$ cat src/rtl/scan_pkg.sv
package scan_pkg;

  // Control word layout
  localparam int unsigned CODE_W   = 3;
  localparam int unsigned DIR_BIT  = 3;
  localparam int unsigned HOST_LSB = 4;
  localparam logic [31:0] END_WORD = 32'd8;

  typedef enum logic [2:0] {
    ST_LOAD,
    ST_HDR_REQ,
    ST_HDR_WAIT,
    ST_SD_REQ,
    ST_SD_WAIT,
    ST_KICK,
    ST_BUSY,
    ST_CLEAR
  } scan_state_e;

  typedef enum logic [1:0] {
    KIND_SKIP,
    KIND_WRAP,
    KIND_XFER
  } entry_kind_e;

endpackage

$ cat src/rtl/desc_classify.sv
module desc_classify
  import scan_pkg::*;
#(
  parameter int unsigned DATA_W = 32,
  parameter int unsigned HOST_W = 13,
  localparam int unsigned QCNT_W = (1 << CODE_W) - 1
) (
  input  logic [DATA_W-1:0] word_i,
  output entry_kind_e       kind_o,
  output logic              write_o,
  output logic [HOST_W-1:0] host_o,
  output logic [QCNT_W-1:0] quads_o
);

  logic [CODE_W-1:0] code;
  assign code    = word_i[CODE_W-1:0];
  assign write_o = word_i[DIR_BIT];
  assign host_o  = word_i[HOST_LSB +: HOST_W];

  // A size code n maps to a count of 2^(n-1): one-hot in bit n-1.
  for (genvar g = 0; g < QCNT_W; g++) begin : g_qdec
    assign quads_o[g] = (code == CODE_W'(g + 1));
  end

  always_comb begin
    if (word_i == '0)                           kind_o = KIND_SKIP;
    else if (word_i == DATA_W'(END_WORD))       kind_o = KIND_WRAP;
    else if (code == '0)                        kind_o = KIND_SKIP;
    else                                        kind_o = KIND_XFER;
  end

endmodule

$ cat src/rtl/list_walker.sv
module list_walker #(
  parameter int unsigned ADDR_W      = 16,
  parameter int unsigned ENTRY_WORDS = 2
) (
  input  logic              clk,
  input  logic              rst_n,
  input  logic              load_i,
  input  logic              step_i,
  input  logic [ADDR_W-1:0] base_i,
  output logic [ADDR_W-1:0] ctrl_addr_o,
  output logic [ADDR_W-1:0] sd_addr_o
);

  localparam logic [ADDR_W-1:0] STRIDE = ADDR_W'(ENTRY_WORDS);

  logic [ADDR_W-1:0] ptr_q;

  always_ff @(posedge clk) begin
    if (!rst_n)      ptr_q <= '0;
    else if (load_i) ptr_q <= base_i;
    else if (step_i) ptr_q <= ptr_q + STRIDE;
  end

  assign ctrl_addr_o = ptr_q;
  assign sd_addr_o   = ptr_q + ADDR_W'(1);

endmodule

$ cat src/rtl/cmdlist_scanner.sv
module cmdlist_scanner
  import scan_pkg::*;
#(
  parameter int unsigned ADDR_W = 16,
  parameter int unsigned DATA_W = 32,
  parameter int unsigned HOST_W = 13,
  parameter int unsigned SD_W   = 25,
  localparam int unsigned QCNT_W = (1 << CODE_W) - 1
) (
  input  logic              clk,
  input  logic              rst_n,
  input  logic [ADDR_W-1:0] list_base,
  output logic              mem_req_valid,
  input  logic              mem_req_ready,
  output logic              mem_req_write,
  output logic [ADDR_W-1:0] mem_req_addr,
  output logic [DATA_W-1:0] mem_req_wdata,
  input  logic              mem_rsp_valid,
  input  logic [DATA_W-1:0] mem_rsp_data,
  output logic              eng_start,
  output logic              eng_write,
  output logic [HOST_W-1:0] eng_host_quad,
  output logic [SD_W-1:0]   eng_sdram_addr,
  output logic [QCNT_W-1:0] eng_quads,
  input  logic              eng_done
);

  scan_state_e state_q, state_d;

  entry_kind_e       kind;
  logic              dec_write;
  logic [HOST_W-1:0] dec_host;
  logic [QCNT_W-1:0] dec_quads;
  logic [ADDR_W-1:0] ctrl_addr, sd_addr;
  logic              ptr_load, ptr_step;
  logic              accepted, latch_ctrl, latch_sd;

  desc_classify #(
    .DATA_W(DATA_W),
    .HOST_W(HOST_W)
  ) u_classify (
    .word_i (mem_rsp_data),
    .kind_o (kind),
    .write_o(dec_write),
    .host_o (dec_host),
    .quads_o(dec_quads)
  );

  list_walker #(
    .ADDR_W     (ADDR_W),
    .ENTRY_WORDS(2)
  ) u_walker (
    .clk        (clk),
    .rst_n      (rst_n),
    .load_i     (ptr_load),
    .step_i     (ptr_step),
    .base_i     (list_base),
    .ctrl_addr_o(ctrl_addr),
    .sd_addr_o  (sd_addr)
  );

  assign accepted = mem_req_valid && mem_req_ready;

  always_comb begin
    state_d    = state_q;
    ptr_load   = 1'b0;
    ptr_step   = 1'b0;
    latch_ctrl = 1'b0;
    latch_sd   = 1'b0;
    unique case (state_q)
      ST_LOAD: begin
        ptr_load = 1'b1;
        state_d  = ST_HDR_REQ;
      end
      ST_HDR_REQ: if (accepted) state_d = ST_HDR_WAIT;
      ST_HDR_WAIT: begin
        if (mem_rsp_valid) begin
          unique case (kind)
            KIND_WRAP: begin
              ptr_load = 1'b1;
              state_d  = ST_HDR_REQ;
            end
            KIND_XFER: begin
              latch_ctrl = 1'b1;
              state_d    = ST_SD_REQ;
            end
            default: begin
              ptr_step = 1'b1;
              state_d  = ST_HDR_REQ;
            end
          endcase
        end
      end
      ST_SD_REQ: if (accepted) state_d = ST_SD_WAIT;
      ST_SD_WAIT: begin
        if (mem_rsp_valid) begin
          latch_sd = 1'b1;
          state_d  = ST_KICK;
        end
      end
      ST_KICK: state_d = ST_BUSY;
      ST_BUSY: if (eng_done) state_d = ST_CLEAR;
      ST_CLEAR: begin
        if (accepted) begin
          ptr_step = 1'b1;
          state_d  = ST_HDR_REQ;
        end
      end
      default: state_d = ST_LOAD;
    endcase
  end

  always_ff @(posedge clk) begin
    if (!rst_n) state_q <= ST_LOAD;
    else        state_q <= state_d;
  end

  // Decoded descriptor fields, held from capture until the next descriptor.
  always_ff @(posedge clk) begin
    if (!rst_n) begin
      eng_write     <= 1'b0;
      eng_host_quad <= '0;
      eng_quads     <= '0;
    end else if (latch_ctrl) begin
      eng_write     <= dec_write;
      eng_host_quad <= dec_host;
      eng_quads     <= dec_quads;
    end
  end

  always_ff @(posedge clk) begin
    if (!rst_n)        eng_sdram_addr <= '0;
    else if (latch_sd) eng_sdram_addr <= mem_rsp_data[SD_W-1:0];
  end

  assign eng_start     = (state_q == ST_KICK);
  assign mem_req_valid = (state_q == ST_HDR_REQ) || (state_q == ST_SD_REQ) ||
                         (state_q == ST_CLEAR);
  assign mem_req_write = (state_q == ST_CLEAR);
  assign mem_req_addr  = (state_q == ST_SD_REQ) ? sd_addr : ctrl_addr;
  assign mem_req_wdata = '0;

endmodule

$ cat config.mk
export PLATFORM = sky130hd
export DESIGN_NAME = cmdlist_scanner
export DESIGN_NICKNAME = d
export VERILOG_FILES = /design/src/rtl/scan_pkg.sv /design/src/rtl/desc_classify.sv /design/src/rtl/list_walker.sv /design/src/rtl/cmdlist_scanner.sv
export SDC_FILE = /design/constraint.sdc
export NUM_CORES = 1
export LEC_CHECK = 0
export BUFFER_PORTS_ARGS = -buffer_cell sky130_fd_sc_hd__buf_2
export CORE_AREA = 2 2 83 105
export DETAILED_ROUTE_END_ITERATION = 7
export DIE_AREA = 0 0 85 107
export PLACE_DENSITY = 0.82
export SLEW_MARGIN = 20
export SYNTH_ARGS = -nofsm -noshare
export SYNTH_HDL_FRONTEND = slang
export SYNTH_SLANG_ARGS = --single-unit
$ cat constraint.sdc
create_clock -name clk -period 2.52 [get_ports clk]
set_clock_uncertainty 0.15 [all_clocks]
set_input_delay 0 -clock clk [delete_from_list [all_inputs] [get_ports clk]]
set_output_delay 0 -clock clk [all_outputs]
set_load 0.005 [all_outputs]
### After elaboration in Yosys (flattened, before gate mapping)

Index checks and enable logic that the tools add are counted.

| cells by class | value |
|---|---|
| muxes and demuxes | 26 |
| add/sub/neg operators | 2 |
| reduce and logical (&&, ||, !) cells | 9 |
| equality and inequality tests | 23 |

Operators by type and width:

| kind | number |
|---|---|
| $mux W16 | 3 |
| $eq A32 B4 Y1 const B | 1 |
| $logic_not A32 Y1 | 1 |
| $eq A3 B3 Y1 const B | 8 |
| $pmux W3 S8 | 1 |
| $mux W3 | 6 |
| $add A16 B1 Y16 const B | 1 |
| $add A16 B2 Y16 const B | 1 |
| $eq A3 B2 Y1 const B | 4 |
| $mux W1 | 10 |
| $ne A2 B2 Y1 const B | 5 |
| $mux W2 | 4 |
| $eq A3 B1 Y1 const B | 2 |
| $logic_not A3 Y1 | 2 |
| $reduce_and A6 Y1 | 1 |
| $pmux W1 S2 | 2 |
| $eq A2 B1 Y1 const B | 1 |
| $eq A2 B2 Y1 const B | 1 |
| $logic_or A1 B1 Y1 | 2 |
| $ne A2 B1 Y1 const B | 1 |
| $reduce_bool A2 Y1 | 1 |
| $reduce_or A2 Y1 | 1 |
| $logic_and A1 B1 Y1 | 1 |

| word-level totals | value |
|---|---|
| bits in registers | 65 |
| word-level logic and storage cells | 66 |

### Logic depth before layout (Yosys ltp)

| logic depth | value |
|---|---|
| word-level depth | 11 |
| depth in mapped cells | 11 |
| gate-level depth less buffers | 9 |

### Hierarchy

A second synthesis with hierarchy kept.

| second synthesis, totals | value |
|---|---|
| cell total of the unflattened synthesis | 458 |
| area total of the unflattened synthesis | 3911.3 um^2 |

By module, submodules not included:

| module | cells an instance | instances | area an instance (um^2) |
|---|---|---|---|
| cmdlist_scanner | 287 | 1 | 2537.4 |
| list_walker | 136 | 1 | 1124.8 |
| desc_classify | 35 | 1 | 249.0 |

### Least setup slack after synthesis

OpenSTA, ideal clock, no wires.

| path | value |
|---|---|
| path kind | input port to flip-flop |
| start | input mem_rsp_data[12] |
| end | register u_walker.ptr_q[10] (netlist: u_walker.ctrl_addr_o[10]) |
| path slack | -0.060 ns |
| buffers on the path | 1 |
| arrival time | 2.314 ns |
| required time | 2.254 ns |
| stages | 10 |
| setup time | 0.116 ns |
| cells stage by stage | or4_4 -> nor4_4 -> nand3_1 -> ha_1 -> nand4bb_1 -> clkbuf_1 -> a2111oi_0 -> xnor2_1 -> nand3_1 -> o211a_1 |

| on the way | value |
|---|---|
| cells in the longest elaborated chain, start to end | 9 |

Ends and longest elaborated chain:

| element | line | RTL |
|---|---|---|
| from (decl) | cmdlist_scanner.sv:19 | `input logic [DATA_W-1:0] mem_rsp_data,` |
| $eq A32 B4 Y1 | desc_classify.sv:27 | `else if (word_i == DATA_W'(END_WORD)) kind_o = KIND_WRAP;` |
| $mux W2 | desc_classify.sv:27 |  |
| $mux W2 * | desc_classify.sv:26 | `if (word_i == '0) kind_o = KIND_SKIP;` |
| $eq A2 B2 Y1 or $eq A2 B1 Y1 (tied branches) | cmdlist_scanner.sv:78 | `unique case (kind)` |
| $reduce_or A2 Y1 (no line) | - |  |
| $mux W1 | cmdlist_scanner.sv:78 |  |
| $mux W1 | cmdlist_scanner.sv:77 | `if (mem_rsp_valid) begin` |
| $pmux W1 S2 | cmdlist_scanner.sv:70 | `unique case (state_q)` |
| $reduce_bool A2 Y1 (no line) | - |  |
| to (signal assigned) | list_walker.sv:20 | `else if (load_i) ptr_q <= base_i;` |
| to (signal assigned) | list_walker.sv:21 | `else if (step_i) ptr_q <= ptr_q + STRIDE;` |
| to (decl) | list_walker.sv:16 | `logic [ADDR_W-1:0] ptr_q;` |

Mark *: on every way between the ends. The rest lies on a longest branch, timed or not.
A chain may end at the register's enable or synchronous reset.

### Worst setup path in the final report

| path | value |
|---|---|
| start | input mem_rsp_data[12] |
| end | register u_walker.ptr_q[8] (netlist: u_walker.ctrl_addr_o[8]) |

The elaborated chain is that of the path after synthesis.

==> flow_summary.yaml <==
run_status:
  status: "completed"
yosys:
  synth-simple-area-share: 0.243
  yosys_warnings: 0
  synth_enable_flop_cells: 0
  synth.distinct_cells: 47
  syn_area_um2: 3410
  yosysSeqAreaShare: 0.382
  synth_top_family_by_area: "simple AND/OR/NAND/NOR gates"
  async_reset_ff_frac: 0
  netlist_instances: 425
  ys.flop_type: "dfxtp_1"
  syn_avg_cell_area_um2: 8.01
  yosys.area_share.adder: 0.0110
  muxShareOfSynthArea: 0.00918
  synth-compound-area-share: 0.163
  synth_xor_area_frac: 0.0771
  ys_ff_latch: 65
critical_path:
  path_buf_inv: 2
  path_max_fanout: 6
  criticalPathCategory: "primary input to flop"
  r2r_cells: 6
  critPathTopFamily: "simple AND/OR/NAND/NOR gates"
  cp-end-kind: "flop"
  crit_start: "mem_rsp_data[12]"
  max_stage_delay_ns: 0.53
  required_ns: 2.65
  startpoint_type: "primary input"
  critical_path.cell_chain: "buf_2 > or4_4 > nor4_4 > nand3_1 > ha_1 > nand4bb_4 > a211oi_1 > buf_4 > xor2_1 > nand4_1 > o21ai_1"
  cp_num_cells: 11
  cpMaxStageDelayCell: "or4_4"
  timing.rr.start: "state_q[2]$_SDFFE_PN0P_"
  worstPathArrival_ns: 2.61
grt:
  antenna_found_initial: 0
  grt_max_degree: 59
  grt_pass1_wl_mm: 15.9
  grt_pass1_vias: 3416
  grt_use_total: 0.217
  grt_overflow: 0
floorplanning:
  io_pins: 150
  dieArea_um2: 9100
  die-width_um: 85
  start_util: 0.420
  die_h_um: 107
  row_count: 37
  core_area_um2: 8100
placed_design:
  place_inst: 634
  place_congestion: 0.881
  io_buffers: 117
  dpl-instance-area_um2: 4070
  dp_hpwl_mm: 6.66
pwr:
  ir_worst_vdd_v: 0.000464
  power_mw: 2.50
  leakage_nw: 2.09
  powerDensity_nw_per_um2: 517
sta:
  rsz0062_at_grt: "true"
  hold_viol: 0
  worstMarginPinSlew_ns: 0.742
  setup_viol: 0
  drv_slew: 0
  fin_crit_sh: 0.984
  post-route-min-period_ns: 2.48
  fmax_mhz: 403
  setup_tns_ns: 0
  maxSlewHeadroom: 0.505
routing:
  ant_nets: 0
  vias: 3614
  first_iter_violations: 163
  wl_per_cell_um: 14.7
  vias_per_cell: 5.17
  wl_mm: 10.3
  drc: 0
  drt-pass1-iter-count: 5
clock_network:
  cts.sinks: 65
  clk_path_buf_depth: 2
  clkSlewWorstSetupHoldPaths_ns: 0.08
  insertion_delay_ns: 0.34
  htreeDepth: 3
  cts_root_buffer: "clkbuf_8"
  cts_buffers: 9
  cts_tree: "yes"
finish:
  drive_gt1_frac: 0.312
  mostFrequentLayoutCells: "buf_2, nand2_1, dfxtp_1, a21oi_1, dlygate4sd3_1"
  mostFrequentLayoutCell: "buf_2"
  final-instance-count-excl-fill: 699
  antenna_cells: 0
  layout.nets: 653
  syn_to_final_growth_pct: 41.7
  fill_cells: 695
  fin_area_um2: 4830
worst_hold_path:
  holdPathStages: 5
  min_path_type: "primary input to flop"
  min_from: "mem_rsp_data[29]"
flow_run:
  cap_violations: 0
-- what timing repair did --
action | 4_1_cts | 5_1_grt
pin swaps | 0 | 3
hold endpoints to repair | 65 | 0
buffers inserted | 0 | 1
hold buffers | 48 | 0
setup endpoints to repair | 3 | 15
resized for setup | 0 | 13
-- flip-flops by register name, summed over array words and instances (netlist names) --
signal	cells
eng_quads	7
u_walker.ctrl_addr_o	16
eng_host_quad	13
state_q	3
eng_sdram_addr	25
eng_write	1
-- kinds of logic after synthesis --
group                    Yosys count
AND/OR/NAND/NOR                  170
AO/OA/AOI/OAI                     88
flip-flops                        65
buffers and inverters             65
XOR/XNOR                          30
adder cells (fa/ha/maj)            3
multiplexers                       3
other                              1
-- tightest hold or removal path, stage by stage --
cell      delay [ns]
buf_2           0.08
nor3_1          0.07
nand4_2         0.10
and2_4          0.30
a211oi_2        0.10
-- stage by stage --
step	hold WS (ns)	setup WS, ns	util
floorplan	-0.0174	-0.0267	-
global placement	0.0974	-0.328	0.502
detailed placement	0.102	-0.394	0.502
CTS	0.175	-0.0407	0.589
global route	0.220	-0.0739	0.596
finish	0.205	0.0394	0.596
-- Yosys cell counts (3+ instances only) --
cell | instances | share of area
o211a_1 | 3 | 0.0088
a211oi_1 | 5 | 0.011
dfxtp_1 | 65 | 0.38
nor4_1 | 3 | 0.0055
nand2_1 | 99 | 0.11
nand4_1 | 10 | 0.018
o21ai_0 | 3 | 0.0044
a211oi_2 | 9 | 0.033
clkbuf_1 | 23 | 0.025
a21oi_1 | 61 | 0.090
nor2_1 | 12 | 0.013
buf_2 | 3 | 0.0044
and3_1 | 4 | 0.0073
buf_4 | 32 | 0.071
ha_1 | 3 | 0.011
xor2_1 | 15 | 0.039
nor3_1 | 3 | 0.0044
nor2b_1 | 3 | 0.0055
xnor2_1 | 15 | 0.039
nand3_1 | 13 | 0.019
inv_1 | 4 | 0.0044
a2111oi_0 | 3 | 0.0077
nand4b_1 | 4 | 0.010
-- final cells by class --
| type | instances | area, um2 | share of cell area |
|---|---|---|---|
| inverters | 4 | 15.0 | 0.00311 |
| clock inverters | 7 | 95.1 | 0.0197 |
| well taps | 97 | 121 | 0.0251 |
| multi-input cells | 326 | 1890 | 0.391 |
| flip-flops and latches | 65 | 1310 | 0.270 |
| repair buffers | 191 | 1280 | 0.265 |
| clock buffers | 9 | 124 | 0.0257 |
-- where the power goes --
part           switching, mW  internal, mW
sequential            0.0604          1.07
combinational          0.191         0.204
clock                  0.419         0.554
-- layer usage --
layer	share of wire	GRT usage	vias to the layer above
met5	0	0	-
met1	0.38	0.248	1660
met4	0.023	0.112	0
met2	0.52	0.375	193
met3	0.078	0.0454	26
li1	-	-	1735
-- final timing paths --
path	to	slack (ns)
setup / recovery	u_walker.ctrl_addr_o[8]$_SDFFE_PN0P_	0.04
hold / removal	u_walker.ctrl_addr_o[2]$_SDFFE_PN0P_	0.20
setup reg to reg	u_walker.ctrl_addr_o[8]$_SDFFE_PN0P_	0.26
hold reg to reg	eng_quads[0]$_SDFFE_PN0P_	0.30
No activity file was read; power rests on OpenSTA's default activity.
